--- src/rtl/rdcap_pkg.sv ---
package rdcap_pkg;

   typedef enum logic {
      BURST_4 = 1'b0,
      BURST_8 = 1'b1
   } burst_e;

   // Output words per burst: each word carries two DDR beats.
   function automatic int unsigned burst_words(burst_e b);
      return (b == BURST_8) ? 4 : 2;
   endfunction

endpackage

--- src/rtl/rdcap_cmd_queue.sv ---
module rdcap_cmd_queue
   import rdcap_pkg::*;
#(
   parameter int CFG_W  = 3,
   parameter int QDEPTH = 4
) (
   input  logic             clk,
   input  logic             rst,
   input  logic             cmd_rd,
   input  logic [CFG_W-1:0] cfg_rl,
   input  logic [CFG_W-1:0] cfg_fetch,
   input  logic             cfg_bl8,
   output logic             fetch,
   output logic             fetch_last,
   output logic             cmd_taken
);
   localparam int CNT_W = CFG_W + 1;
   localparam int QP_W  = (QDEPTH > 1) ? $clog2(QDEPTH) : 1;
   localparam int OCC_W = $clog2(QDEPTH + 1);
   localparam int WRD_W = 3;

   logic [CFG_W-1:0] fetch_eff;
   logic [CNT_W-1:0] lat_load;
   logic [WRD_W-1:0] burst_len;
   logic [QP_W-1:0]  hp, tp;
   logic [OCC_W-1:0] occ;
   logic             q_full;

   logic             s_vld [QDEPTH];
   logic [CNT_W-1:0] s_cnt [QDEPTH];
   logic [WRD_W-1:0] s_wrd [QDEPTH];

   // Margin of zero is clamped to one; counter loads total minus one so
   // that the head reaches zero in the cycle before the capture edge.
   always_comb begin
      fetch_eff = (cfg_fetch == '0) ? CFG_W'(1) : cfg_fetch;
      lat_load  = CNT_W'(cfg_rl) + CNT_W'(fetch_eff) - CNT_W'(1);
      burst_len = WRD_W'(burst_words(burst_e'(cfg_bl8)));
   end

   assign q_full     = (occ == OCC_W'(QDEPTH));
   assign cmd_taken  = cmd_rd && !q_full;
   assign fetch      = s_vld[hp] && (s_cnt[hp] == '0);
   assign fetch_last = fetch && (s_wrd[hp] == WRD_W'(1));

   for (genvar i = 0; i < QDEPTH; i++) begin : g_slot
      logic             vld_q;
      logic [CNT_W-1:0] cnt_q;
      logic [WRD_W-1:0] wrd_q;
      logic             load_me, head_me;

      assign load_me = cmd_taken && (tp == QP_W'(i));
      assign head_me = fetch && (hp == QP_W'(i));

      always_ff @(posedge clk) begin
         if (rst) begin
            vld_q <= 1'b0;
            cnt_q <= '0;
            wrd_q <= '0;
         end else if (load_me) begin
            vld_q <= 1'b1;
            cnt_q <= lat_load;
            wrd_q <= burst_len;
         end else begin
            if (cnt_q != '0) cnt_q <= cnt_q - CNT_W'(1);
            if (head_me) begin
               wrd_q <= wrd_q - WRD_W'(1);
               if (wrd_q == WRD_W'(1)) vld_q <= 1'b0;
            end
         end
      end

      assign s_vld[i] = vld_q;
      assign s_cnt[i] = cnt_q;
      assign s_wrd[i] = wrd_q;
   end

   always_ff @(posedge clk) begin
      if (rst) begin
         hp  <= '0;
         tp  <= '0;
         occ <= '0;
      end else begin
         if (cmd_taken)  tp <= tp + QP_W'(1);
         if (fetch_last) hp <= hp + QP_W'(1);
         case ({cmd_taken, fetch_last})
            2'b10:   occ <= occ + OCC_W'(1);
            2'b01:   occ <= occ - OCC_W'(1);
            default: occ <= occ;
         endcase
      end
   end

endmodule

--- src/rtl/rdcap_beat_pack.sv ---
module rdcap_beat_pack #(
   parameter int BEAT_W   = 16,
   parameter bit PACK_REG = 1'b0
) (
   input  logic                clk,
   input  logic                rst,
   input  logic                in_vld,
   input  logic                in_last,
   input  logic [BEAT_W-1:0]   rise,
   input  logic [BEAT_W-1:0]   fall,
   output logic                out_vld,
   output logic                out_last,
   output logic [2*BEAT_W-1:0] out_word
);
   // Earlier beat goes to the low half, later beat to the high half.
   logic [2*BEAT_W-1:0] joined;
   assign joined = {fall, rise};

   if (PACK_REG) begin : g_reg
      always_ff @(posedge clk) begin
         if (rst) begin
            out_vld  <= 1'b0;
            out_last <= 1'b0;
            out_word <= '0;
         end else begin
            out_vld  <= in_vld;
            out_last <= in_vld && in_last;
            out_word <= joined;
         end
      end
   end else begin : g_comb
      logic unused_clk_rst;
      assign unused_clk_rst = clk ^ rst;
      assign out_vld  = in_vld;
      assign out_last = in_vld && in_last;
      assign out_word = joined;
   end

endmodule

--- src/rtl/rdcap_out_fifo.sv ---
module rdcap_out_fifo #(
   parameter int W     = 32,
   parameter int DEPTH = 4
) (
   input  logic         clk,
   input  logic         rst,
   input  logic         wr,
   input  logic [W-1:0] wr_data,
   input  logic         wr_last,
   input  logic         rd_ready,
   output logic         rd_valid,
   output logic [W-1:0] rd_data,
   output logic         rd_last,
   output logic         full,
   output logic         ovf
);
   localparam int AW    = (DEPTH > 1) ? $clog2(DEPTH) : 1;
   localparam int OCC_W = $clog2(DEPTH + 1);

   logic [W:0]       mem [DEPTH];
   logic [AW-1:0]    wp, rp;
   logic [OCC_W-1:0] occ;
   logic             rd_fire, wr_ok;

   assign rd_valid = (occ != '0);
   assign full     = (occ == OCC_W'(DEPTH));
   assign rd_fire  = rd_valid && rd_ready;
   assign wr_ok    = wr && (!full || rd_fire);
   assign ovf      = wr && full && !rd_fire;
   assign rd_data  = rd_valid ? mem[rp][W-1:0] : '0;
   assign rd_last  = rd_valid && mem[rp][W];

   always_ff @(posedge clk) begin
      if (wr_ok) mem[wp] <= {wr_last, wr_data};
   end

   always_ff @(posedge clk) begin
      if (rst) begin
         wp  <= '0;
         rp  <= '0;
         occ <= '0;
      end else begin
         if (wr_ok)   wp <= wp + AW'(1);
         if (rd_fire) rp <= rp + AW'(1);
         case ({wr_ok, rd_fire})
            2'b10:   occ <= occ + OCC_W'(1);
            2'b01:   occ <= occ - OCC_W'(1);
            default: occ <= occ;
         endcase
      end
   end

endmodule

--- src/rtl/rdcap_align.sv ---
module rdcap_align #(
   parameter int BEAT_W     = 16,
   parameter int CFG_W      = 3,
   parameter int QDEPTH     = 4,
   parameter int FIFO_DEPTH = 4,
   parameter bit PACK_REG   = 1'b0
) (
   input  logic                clk,
   input  logic                rst,
   input  logic                cmd_rd,
   input  logic [CFG_W-1:0]    cfg_rl,
   input  logic [CFG_W-1:0]    cfg_fetch,
   input  logic                cfg_bl8,
   input  logic [BEAT_W-1:0]   phy_rise,
   input  logic [BEAT_W-1:0]   phy_fall,
   output logic                phy_pop,
   output logic                rd_valid,
   input  logic                rd_ready,
   output logic [2*BEAT_W-1:0] rd_data,
   output logic                rd_last,
   output logic                err_ovf
);
   localparam int WORD_W = 2 * BEAT_W;

   if (BEAT_W < 1) begin : g_bad_beat
      $error("BEAT_W must be at least 1");
   end
   if (CFG_W < 1 || CFG_W > 6) begin : g_bad_cfg
      $error("CFG_W must lie in 1..6");
   end
   if (QDEPTH < 2 || (QDEPTH & (QDEPTH - 1)) != 0) begin : g_bad_q
      $error("QDEPTH must be a power of two, at least 2");
   end
   if (FIFO_DEPTH < 2 || (FIFO_DEPTH & (FIFO_DEPTH - 1)) != 0) begin : g_bad_f
      $error("FIFO_DEPTH must be a power of two, at least 2");
   end

   logic              fetch, fetch_last, cmd_taken;
   logic              pk_vld, pk_last;
   logic [WORD_W-1:0] pk_word;
   logic              fifo_full, fifo_ovf;

   rdcap_cmd_queue #(.CFG_W(CFG_W), .QDEPTH(QDEPTH)) u_queue (
      .clk        (clk),
      .rst        (rst),
      .cmd_rd     (cmd_rd),
      .cfg_rl     (cfg_rl),
      .cfg_fetch  (cfg_fetch),
      .cfg_bl8    (cfg_bl8),
      .fetch      (fetch),
      .fetch_last (fetch_last),
      .cmd_taken  (cmd_taken)
   );

   assign phy_pop = fetch;

   rdcap_beat_pack #(.BEAT_W(BEAT_W), .PACK_REG(PACK_REG)) u_pack (
      .clk      (clk),
      .rst      (rst),
      .in_vld   (fetch),
      .in_last  (fetch_last),
      .rise     (phy_rise),
      .fall     (phy_fall),
      .out_vld  (pk_vld),
      .out_last (pk_last),
      .out_word (pk_word)
   );

   rdcap_out_fifo #(.W(WORD_W), .DEPTH(FIFO_DEPTH)) u_fifo (
      .clk      (clk),
      .rst      (rst),
      .wr       (pk_vld),
      .wr_data  (pk_word),
      .wr_last  (pk_last),
      .rd_ready (rd_ready),
      .rd_valid (rd_valid),
      .rd_data  (rd_data),
      .rd_last  (rd_last),
      .full     (fifo_full),
      .ovf      (fifo_ovf)
   );

   always_ff @(posedge clk) begin
      if (rst)           err_ovf <= 1'b0;
      else if (fifo_ovf) err_ovf <= 1'b1;
   end

endmodule

--- config.mk ---
export PLATFORM = sky130hd
export DESIGN_NAME = rdcap_align
export DESIGN_NICKNAME = d
export VERILOG_FILES = /design/src/rtl/rdcap_pkg.sv /design/src/rtl/rdcap_cmd_queue.sv /design/src/rtl/rdcap_beat_pack.sv /design/src/rtl/rdcap_out_fifo.sv /design/src/rtl/rdcap_align.sv
export SDC_FILE = /design/constraint.sdc
export NUM_CORES = 1
export LEC_CHECK = 0
export BUFFER_PORTS_ARGS = -buffer_cell sky130_fd_sc_hd__clkbuf_2
export CAP_MARGIN = 0
export CORE_MARGIN = 4
export CORE_UTILIZATION = 51
export CTS_BUF_LIST = sky130_fd_sc_hd__clkbuf_8
export DETAILED_ROUTE_END_ITERATION = 10
export GPL_ROUTABILITY_DRIVEN = 0
export HOLD_SLACK_MARGIN = 0.02
export PLACE_DENSITY = 0.74
export SETUP_SLACK_MARGIN = 0.1
export SYNTH_ARGS = -nofsm -noshare
export SYNTH_HDL_FRONTEND = slang
export SYNTH_HIERARCHICAL = 1
export SYNTH_SLANG_ARGS = --single-unit
--- constraint.sdc ---
create_clock -name clk -period 4.1 [get_ports clk]
set_input_delay 1.025 -clock clk [delete_from_list [all_inputs] [get_ports clk]]
set_output_delay 1.025 -clock clk [all_outputs]
set_load 0.005 [all_outputs]
Word level (Yosys, flattened, before mapping)
Memories as Yosys holds them, arrays and structs flattened. A register that Yosys moved wholly into a read port is not among the register bits.
Cells that the tools add are included.
{ "word_totals": {"reg_bits": 47, "latch_bits": 0, "mem_bits_rw": 132, "romBits": 0, "input_bits": 43, "output_inout_bits": 36, "wordCells": 151, "n_memories": 1} }
{ "op_classes": {"addsub": 18, "n_mul": 0, "n_div": 0, "order_cmp": 1, "eq_ne": 17, "n_shift": 0, "muxes": 46, "n_bitwise": 1, "reduce_logical": 48} }
{ "memory_table": {"columns": ["name", "depth", "word_bits", "read_ports", "rd_ports_with_merged_regs", "wr", "line", "rtl"], "rows": [
  ["u_fifo.mem", 4, 33, 1, 1, 1, "rdcap_out_fifo.sv:20", "logic [W:0] mem [DEPTH];"]
]} }
{ "ops": {"columns": ["operator", "n"], "rows": [
  ["4-bit 2-to-1 mux", 10],
  ["3-bit 2-to-1 mux", 12],
  ["32-bit 2-to-1 mux", 1],
  ["2-bit nonzero test", 14],
  ["4-bit by 1-bit subtractor with 4-bit output, second input constant", 5],
  ["3-bit by 1-bit subtractor with 3-bit output, second input constant", 6],
  ["1-bit logical AND", 17],
  ["1-bit 2-to-1 mux", 16],
  ["4-bit nonzero test", 4],
  ["3-bit by 1-bit == test with 1-bit output, second input constant", 5],
  ["2-bit == test, second input constant", 6],
  ["3-bit case mux with 2 select lines", 2],
  ["2-bit by 1-bit adder with 2-bit output, second input constant", 4],
  ["4-bit binary-select mux with 2-bit select", 1],
  ["2-bit by 1-bit == test with 1-bit output, second input constant", 4],
  ["2-bit AND reduction", 4],
  ["3-bit by 1-bit adder with 3-bit output, second input constant", 2],
  ["3-bit binary-select mux with 2-bit select", 1],
  ["3-bit == test, second input constant", 2],
  ["3-bit by 3-bit adder with 4-bit output", 1],
  ["2-bit logical NOT", 2],
  ["4-bit logical NOT", 1],
  ["2-bit 2-to-1 mux", 2],
  ["3-bit greater-or-equal comparator, second input constant", 1],
  ["other kinds (6)", 8]
]} }

Depth between registers and ports, before layout
Gate-level depths: netlist of the first run.
{ "depth": {"depth_word": 9, "mapped_depth": 14, "ltp_nobuf": 10} }

By module
Netlist of the first run, hierarchy kept.
{ "modules_own_cells": {"columns": ["module", "n_inst", "cells_per_inst", "area_each_um2", "seq_area_each_um2"], "rows": [
  ["rdcap_out_fifo", 1, 278, 5614.1, 4144.0],
  ["rdcap_cmd_queue", 1, 313, 2713.9, 780.7],
  ["rdcap_beat_pack", 1, 34, 254.0, 0.0],
  ["rdcap_align", 1, 2, 30.0, 20.0]
]} }

Worst setup path before layout of the first run
No wires, ideal clock.
{ "synth_path": {"path_type": "register to register", "startpoint": "register u_queue.g_slot[3].cnt_q[0]", "endpoint": "memory u_fifo/mem[0][0] in the netlist's numbering (enable)", "setup_ps": 393, "arrival_ps": 2753, "required_time_ps": 3707, "slack_ps": 954, "path_stages_with_launch": 11, "path_buffers": 3, "path_cell_list": "dfxtp_1 -> nor3_2 -> nand4b_2 -> and3_4 -> buf_6 -> nor2_1 -> buf_4 -> buf_2 -> inv_1 -> a31oi_2 -> and2_1"} }
{ "synth_between": {"elab_chain_cells": 8} }
{ "synth_lines": {"columns": ["element", "line", "rtl"], "rows": [
  ["start: declaration", "rdcap_cmd_queue.sv:48", "logic [CNT_W-1:0] cnt_q;"],
  ["start signal: assignment", "rdcap_cmd_queue.sv:62", "cnt_q <= lat_load;"],
  ["start signal: assignment", "rdcap_cmd_queue.sv:65", "if (cnt_q != '0) cnt_q <= cnt_q - CNT_W'(1);"],
  ["4-bit binary-select mux with 2-bit select", "rdcap_cmd_queue.sv:43", "assign fetch = s_vld[hp] && (s_cnt[hp] == '0);"],
  ["4-bit 2-to-1 mux (implied by the code) (2 in series)", "rdcap_cmd_queue.sv:43", null],
  ["4-bit logical NOT", "rdcap_cmd_queue.sv:43", null],
  ["1-bit logical AND", "rdcap_cmd_queue.sv:43", null],
  ["net phy_pop", "rdcap_align.sv:16", "output logic phy_pop,"],
  ["1-bit logical AND", "rdcap_out_fifo.sv:28", "assign wr_ok = wr && (!full || rd_fire);"],
  ["1-bit 2-to-1 mux", "rdcap_out_fifo.sv:34", "if (wr_ok) mem[wp] <= {wr_last, wr_data};"],
  ["1-bit 2-to-1 mux (implied by the code)", "rdcap_out_fifo.sv:34", null],
  ["end: declaration", "rdcap_out_fifo.sv:20", null]
]} }
The timed path passes the listed nets, and every way through them passes these cells. The select of a mux whose other input is x is not followed.

==> results of run 1 <==
-- report_power, final --
group	switching (uW)	leakage, uW	internal, uW	total, uW
Sequential	117	0.00160	2120	2240
Clock	610	0.000168	471	1080
Combinational	526	0.00161	471	998
Total	1250	0.00337	3060	4320
-- per-layer routing --
layer / share of wire [%] / global-route usage, % / vias to the layer above
met1: 43 / 23.1 / 2506
met5: 0 / 0 / -
met2: 50 / 29.3 / 163
met4: 1.7 / 6.70 / 0
li1: - / - / 2384
met3: 5.7 / 4.75 / 27
-- critical path: cells and delay by family, from the launching register on --
kind / cells / cell delay (ns)
multiplexers: 1 / 0.59
flip-flops: 1 / 0.52
buffers and inverters: 2 / 0.45
AND/OR/NAND/NOR: 1 / 0.19
-- Yosys cell counts (9+ instances only) --
cell type  instances  area (sq um)
a211oi_1          10          75.1
a21oi_1           17          85.1
and2_1            39           244
buf_2              9          45.0
buf_4             34           255
dfxtp_1           49           981
edfxtp_1         132          3960
ha_1              33           413
inv_1             47           176
mux4_2            30           676
nand2_1           23          86.3
nor2_1            33           124
nor3_1            15          75.1
o21ai_0           17          85.1
xnor2_1           10          87.6
-- area by class of cell --
class	count	area (sq um)
Clock buffer	17	234
Sequential cell	181	4950
Clock inverter	13	110
Fill cell	1320	7280
Tap cell	220	275
Timing Repair Buffer	91	500
Inverter	52	195
Multi-Input combinational cell	336	3040
-- through the flow --
stage	total power (uW)	utilization, %	instances
finish	4320	56.1	910
global placement	3200	54.0	880
global route	4560	56.1	910
floorplan	3050	-	627
detailed placement	3270	54.0	880
CTS	4350	56.1	910
-- cells by family (layout without fill, tap and decap cells) --
family          Yosys count  count (layout)
simple gates            158             158
xor+xnor                 16              16
flops                   181             181
compound gates           83              83
mux                      43              43
buf+inv                 110             173
fa+ha+maj                36              36
-- worst min path at each step --
stage	end	slack, ns	depth (start not counted)
after floorplan	u_queue/occ[2]	0.46	2
after global placement	err_ovf	0.46	1
after detailed placement	err_ovf	0.47	1
after CTS	err_ovf	0.50	1
after global routing	err_ovf	0.52	1
final	err_ovf	0.50	1
-- state kept, by name, summed over array words and instances (netlist names), named ones only --
name                  cells
u_fifo/occ                3
u_queue/g_slot.cnt_q     16
err_ovf                   1
u_queue/occ               3
u_fifo/mem              132
u_queue/g_slot.vld_q      4
u_queue/g_slot.wrd_q     12
u_fifo/rp                 2
u_queue/tp                2
u_fifo/wp                 2
u_queue/hp                2
==> flow_metrics.tcl, run 1 <==
set metrics [dict create \
    final_common_cell "edfxtp_1" \
    first_iter_violations 490 \
    portBuffers 78 \
    r2r_end "u_queue/occ[2]" \
    vias 5080 \
    synth_compound_area_share_pct 6.93 \
    grt_max_degree 44 \
    core_sq_mm 0.0166 \
    fmax_mhz 309 \
    leakage_uw 0.00337 \
    slew_headroom_pct 51.0 \
    clk_latency_ns 0.46 \
    yosys.area_share.simple_pct 11.2 \
    viasPerCell 5.58 \
    syn_area_per_cell_sq_um 13.7 \
    die_w_um 138 \
    crit_slowest_cell "mux4_1" \
    setup_viol 0 \
    p_per_area_mw_per_mm2 464 \
    syn_area_sq_mm 0.00861 \
    hold_buffers 0 \
    postLayoutCellArea_sq_mm 0.00930 \
    async_flop_share_pct 0 \
    cts_made_buffers 17 \
    finalCriticalPeriod_ns 3.24 \
    htree_levels 4 \
    routedWlPerCell_um 18.1 \
    hold_ws_ns 0.499 \
    drc 0 \
    die_area_sq_mm 0.0190 \
    slowest_delay_ns 0.59 \
    slew_viol_final 0 \
    yosysUniqueCellTypes 63 \
    syn_nets 706 \
    r2r-start "u_queue/hp[0]" \
    cts_setup_buffers 0 \
    end_kind "output port" \
    cap_viol_max_count 0 \
    synth_xor_area_share_pct 1.63 \
    finalNetCount 758 \
    rsz0062_at_grt "false" \
    cts_buffer_depth 2 \
    cts_tree "yes" \
    cp-start-kind "flip-flop" \
    synth_top_family_by_area "simple AND/OR/NAND/NOR gates" \
    start_util_pct 51.9 \
    status "finished, final reports clean" \
    worst_pin_slew_ns 0.735 \
    path_clk_slew_ns 0.09 \
    clock-sinks 181 \
    cp-endpoint "rd_last" \
    dr.pass1.iters 5 \
    die_h_um 138 \
    hpwl_um 11700 \
    synth_cells 627 \
    synthAdderAreaFrac_pct 5.49 \
    overflow 0 \
    setup_tns_ns 0 \
    drive_gt1_share_pct 26.5 \
    ios 79 \
    path_class "reg -> out" \
    ys_seq_elements 181 \
    ir_drop_mv 0.232 \
    syn_to_final_growth_pct 8.02 \
    antenna_found_initial 0 \
    regToRegSetupSlack_ns 1.01 \
    diodes 0 \
    finalWorstSetupSlack_ns 0.859 \
    grt_pass1_vias 5152 \
    dpl_worst_slack_ns 0.983 \
    synth_edf_count 132 \
    path_cells "buf_4 -> mux4_1 -> and2_1 -> clkbuf_2" \
    ant_nets 0 \
    cp.arrival_ns 2.22 \
    grtUsageTotal_pct 17.9 \
    synth_mux_area_share_pct 10.0 \
    fin_skew_ns 0.0200 \
    crit_required_ns 3.07 \
    rows 47 \
    min_period_over_period_pct 79.0 \
    worstPathMaxFanout 12 \
    dpl_cell_area_sq_mm 0.00896 \
    worstHoldPathType "reg -> reg" \
    rr_worst_depth 10 \
    clockRootBuffer "clkbuf_8" \
    final-hold-violation-count 0 \
    seq_area_frac_synth_pct 57.4 \
    routed_wl_um 16500 \
    most-common-layout-cells "132 x edfxtp_1, 78 x clkbuf_2, 48 x inv_1, 48 x dfxtp_1, 35 x and2_1" \
    synth-main-ff-cell "edfxtp_1" \
    grt_pass1_wl_um 26100 \
    hp-start "err_ovf" \
    ys_warn_count 6 \
    post_cts_resized 0 \
]
Note: power is estimated with default switching activity, not from simulation.
==> run 2, diff against run 1 <==
- clock period: 4.1 -> 3.4 ns (I/O delays scaled with it)
==> flow_metrics.tcl, run 2 (same netlist as run 1, synthesis figures left out) <==
set metrics [dict create \
    setup_tns_ns 0 \
    postLayoutCellArea_sq_mm 0.00940 \
    cts_made_buffers 17 \
    slowest_delay_ns 0.88 \
    start_util_pct 51.9 \
    final-hold-violation-count 0 \
    rows 47 \
    hold_buffers 0 \
    end_kind "output port" \
    leakage_uw 0.00341 \
    grt_pass1_wl_um 25700 \
    cp-start-kind "flip-flop" \
    largest_register "u_fifo/mem" \
    cts_buffer_depth 2 \
    ant_nets 0 \
    crit_buf_inv 1 \
    grtUsageTotal_pct 17.7 \
    htree_levels 4 \
    hp-start "err_ovf" \
    routed_wl_um 15900 \
    ios 79 \
    rsz0062_at_grt "false" \
    crit_required_ns 2.55 \
    finalCriticalPeriod_ns 3.11 \
    clock-sinks 181 \
    grt_max_degree 44 \
    crit_slowest_cell "or3_1" \
    ir_drop_mv 0.262 \
    syn_to_final_growth_pct 9.18 \
    path_cells "or3_1 -> and2_1 -> clkbuf_2" \
    cp.arrival_ns 2.26 \
    core_sq_mm 0.0166 \
    viasPerCell 5.52 \
    finalNetCount 754 \
    clk_latency_ns 0.47 \
    total_power_uw 5380 \
    routedWlPerCell_um 17.5 \
    min_period_over_period_pct 91.6 \
    rr_worst_depth 10 \
    final_common_cell "edfxtp_1" \
    vias 5008 \
    worstHoldPathType "reg -> reg" \
    diodes 0 \
    hold_ws_ns 0.493 \
    die_area_sq_mm 0.0190 \
    portBuffers 78 \
    grt_pass1_vias 5115 \
    status "finished, final reports clean" \
    regToRegSetupSlack_ns 0.41 \
    largest_reg_flops 132 \
    worst_pin_slew_ns 1.08 \
    first_iter_violations 330 \
    overflow 0 \
    slew_viol_final 0 \
    cts_tree "yes" \
    antenna_found_initial 0 \
    reg.largest.list "u_fifo/mem x132, u_queue/g_slot.cnt_q x16, u_queue/g_slot.wrd_q x12" \
    drive_gt1_share_pct 26.9 \
    fmax_mhz 321 \
    r2r-start "u_queue/g_slot[3].cnt_q[0]" \
    drc 0 \
    setup_viol 0 \
    cap_viol_max_count 0 \
    die_w_um 138 \
    dr.pass1.iters 5 \
    r2r_end "u_queue/occ[2]" \
    cp_top_family "simple AND/OR/NAND/NOR gates" \
    path_clk_slew_ns 0.09 \
    most-common-layout-cells "132 x edfxtp_1, 78 x clkbuf_2, 47 x dfxtp_1, 47 x inv_1, 35 x and2_1" \
    worstPathMaxFanout 35 \
    hpwl_um 11000 \
    clockRootBuffer "clkbuf_8" \
    min_to "err_ovf" \
    fin_skew_ns 0.0115 \
    path_class "reg -> out" \
    dpl_cell_area_sq_mm 0.00898 \
    min_path_cells 1 \
    slew_headroom_pct 28.1 \
    die_h_um 138 \
    p_per_area_mw_per_mm2 572 \
    utilization_pct 56.7 \
]
## run 2: cell count changes in the layout (fill, tap and decap cells not counted), moves of 2 or more
cell | before | now
clkinv_4 | 0 | 3
buf_4 | 12 | 4
clkinv_1 | 3 | 1
inv_6 | 2 | 4
clkinv_8 | 0 | 2
buf_12 | 1 | 5
clkinvlp_4 | 4 | 1
## run 2: area by class of cell
cell class | instances | area (sq um)
clock inverter | 15 | 189
multi-input combinational | 336 | 3040
clock buffer | 17 | 234
tap | 220 | 275
sequential | 181 | 4950
inverter | 52 | 195
fill | 1300 | 7180
timing repair buffer | 87 | 520
## run 2: how the worst max path moves through the flow
stage / slack (ns) / endpoint / depth (start not counted) / from
after floorplan: 0.25 / u_fifo/mem[2][0] / 10 / u_queue/g_slot[3].cnt_q[0]
after global placement: 0.50 / u_queue/occ[2] / 10 / u_queue/hp[0]
after detailed placement: 0.26 / u_queue/occ[2] / 10 / u_queue/hp[0]
after CTS: 0.22 / rd_data[1] / 3 / u_fifo/occ[2]
after global routing: 0.11 / rd_data[1] / 3 / u_fifo/occ[0]
final: 0.29 / rd_data[1] / 3 / u_fifo/occ[2]
## run 2: stage by stage
step / cells / setup WS [ns]
2_1_floorplan: 627 / 0.254
3_3_place_gp: 876 / 0.505
3_5_place_dp: 876 / 0.256
4_1_cts: 908 / 0.218
5_1_grt: 908 / 0.107
6_report: 908 / 0.286
## run 2: timing repair
action,CTS,global route
endpoints found under the setup margin,0,1
buffers inserted,0,0
resized for setup,0,1
## run 2: per-layer routing
layer  GRT usage [%]  share of wire, %  routed length (um)  up-vias
li1                -                 -                   -     2384
met1            22.0                42                6670     2473
met2            30.2                51                8160      128
met3            4.39               5.0                 802       23
met4            6.15               1.8                 292        0
met5               0                 0                   0        -
## run 2: where the power goes
part,internal (uW),switching [uW],leakage [uW]
Clock,685,815,0.000211
Combinational,572,621,0.00160
Sequential,2560,127,0.00160
Total,3810,1560,0.00341
==> run 3, diff against run 2 <==
- CORE_UTILIZATION: 51 -> 58
- PLACE_DENSITY: 0.74 -> 0.82
==> flow_metrics.tcl, run 3 (same netlist as run 1, synthesis figures left out) <==
set metrics [dict create \
    htree_levels 4 \
    overflow 0 \
    cp.arrival_ns 2.19 \
    status "finished, final reports clean" \
    clock-sinks 181 \
    path_clk_slew_ns 0.08 \
    p_per_area_mw_per_mm2 566 \
    cp_top_family "multiplexers" \
    final-hold-violation-count 0 \
    cts_tree "yes" \
    finalCriticalPeriod_ns 3.04 \
    total_power_uw 5270 \
    core_sq_mm 0.0145 \
    cts_made_buffers 17 \
    worst_pin_slew_ns 0.632 \
    setup_viol 0 \
    slowest_delay_ns 0.59 \
    grtUsageTotal_pct 20.3 \
    clk_latency_ns 0.45 \
    cp-start-kind "flip-flop" \
    met2_usage_pct 35.4 \
    start_util_pct 59.3 \
    crit_required_ns 2.55 \
    setup_tns_ns 0 \
    routedWlPerCell_um 19.1 \
    slew_headroom_pct 57.6 \
    grt_pass1_wl_um 26300 \
    fmax_mhz 329 \
    ios 79 \
    postLayoutCellArea_sq_mm 0.00931 \
    dr.pass1.iters 5 \
    worstHoldPathType "reg -> reg" \
    cap_viol_max_count 0 \
    reg.largest.list "u_fifo/mem x132, u_queue/g_slot.cnt_q x16, u_queue/g_slot.wrd_q x12" \
    rsz0062_at_grt "false" \
    cts_buffer_depth 2 \
    end_kind "output port" \
    rows 44 \
    crit_buf_inv 2 \
    grt_max_degree 44 \
    die_area_sq_mm 0.0169 \
    fin_skew_ns 0.0123 \
    syn_to_final_growth_pct 8.12 \
    routed_wl_um 16700 \
    clockRootBuffer "clkbuf_8" \
    cts_setup_buffers 0 \
    first_iter_violations 570 \
    drc 0 \
    ir_drop_mv 0.338 \
    antenna_found_initial 0 \
    dpl_cell_area_sq_mm 0.00894 \
    crit_slowest_cell "mux4_1" \
    drive_gt1_share_pct 26.4 \
    portBuffers 78 \
    ant_nets 0 \
    grt_pass1_vias 5271 \
    leakage_uw 0.00340 \
    most-common-layout-cells "132 x edfxtp_1, 78 x clkbuf_2, 49 x inv_1, 47 x dfxtp_1, 35 x and2_1" \
    largest_reg_flops 132 \
    hold_ws_ns 0.487 \
    largest_register "u_fifo/mem" \
    diodes 0 \
    vias 5130 \
    slew_viol_final 0 \
    gr-usage-met1_pct 24.7 \
    top_usage_layer "met2" \
    worstPathMaxFanout 9 \
    finalNetCount 758 \
    die_h_um 130 \
    path_cells "buf_4 -> mux4_1 -> and2_1 -> clkbuf_2" \
    viasPerCell 5.86 \
    final_common_cell "edfxtp_1" \
    hpwl_um 11500 \
    met3_usage_pct 5.44 \
    path_class "reg -> out" \
    utilization_pct 64.1 \
    die_w_um 130 \
    min_period_over_period_pct 89.5 \
]
==> run 3: changes by cell type in the layout (fill, tap and decap cells not counted), sizes merged <==
cell | previous run | this run
buf | 9 | 13
clkinvlp | 1 | 2
inv | 57 | 56
==> run 3: report_power, final <==
part           switching, uW  internal [uW]  total, uW  leakage [uW]
clock                    733            644       1380      0.000189
sequential               135           2560       2690       0.00160
combinational            630            573       1200       0.00161
==> run 3: final cells by class <==
type / count / area, sq um
inverters: 52 / 195
well taps: 184 / 230
repair buffers: 91 / 526
clock buffers: 17 / 234
clock inverters: 15 / 138
flip-flops and latches: 181 / 4950
multi-input cells: 336 / 3040
fillers: 1015 / 5220
==> run 3: layer usage <==
layer  vias up  wire (um)
met1      2513       6700
li1       2391          -
met3        29       1090
met2       197       8580
met4         0        323
met5         -          0
==> run 3: timing repair <==
action | in CTS | in global routing
hold buffers | 0 | 0
setup endpoints to repair | 0 | 1
gates resized for setup | 0 | 1
==> run 3: path summary, 6_finish.rpt <==
path,startpoint,end,slack (ns),cells past startpoint
max,flip-flop,rd_last,0.36,4
min,err_ovf,err_ovf,0.49,1
max reg2reg,u_queue/g_slot[3].cnt_q[1],u_queue/occ[2],0.44,10
min reg2reg,err_ovf,err_ovf,0.49,1
==> run 3: per-stage QoR <==
| stage | setup slack (ns) | std cells |
|---|---|---|
| floorplan | 0.254 | 627 |
| global placement | 0.536 | 844 |
| detailed placement | 0.308 | 844 |
| CTS | 0.303 | 876 |
| global route | 0.217 | 876 |
| finish | 0.358 | 876 |
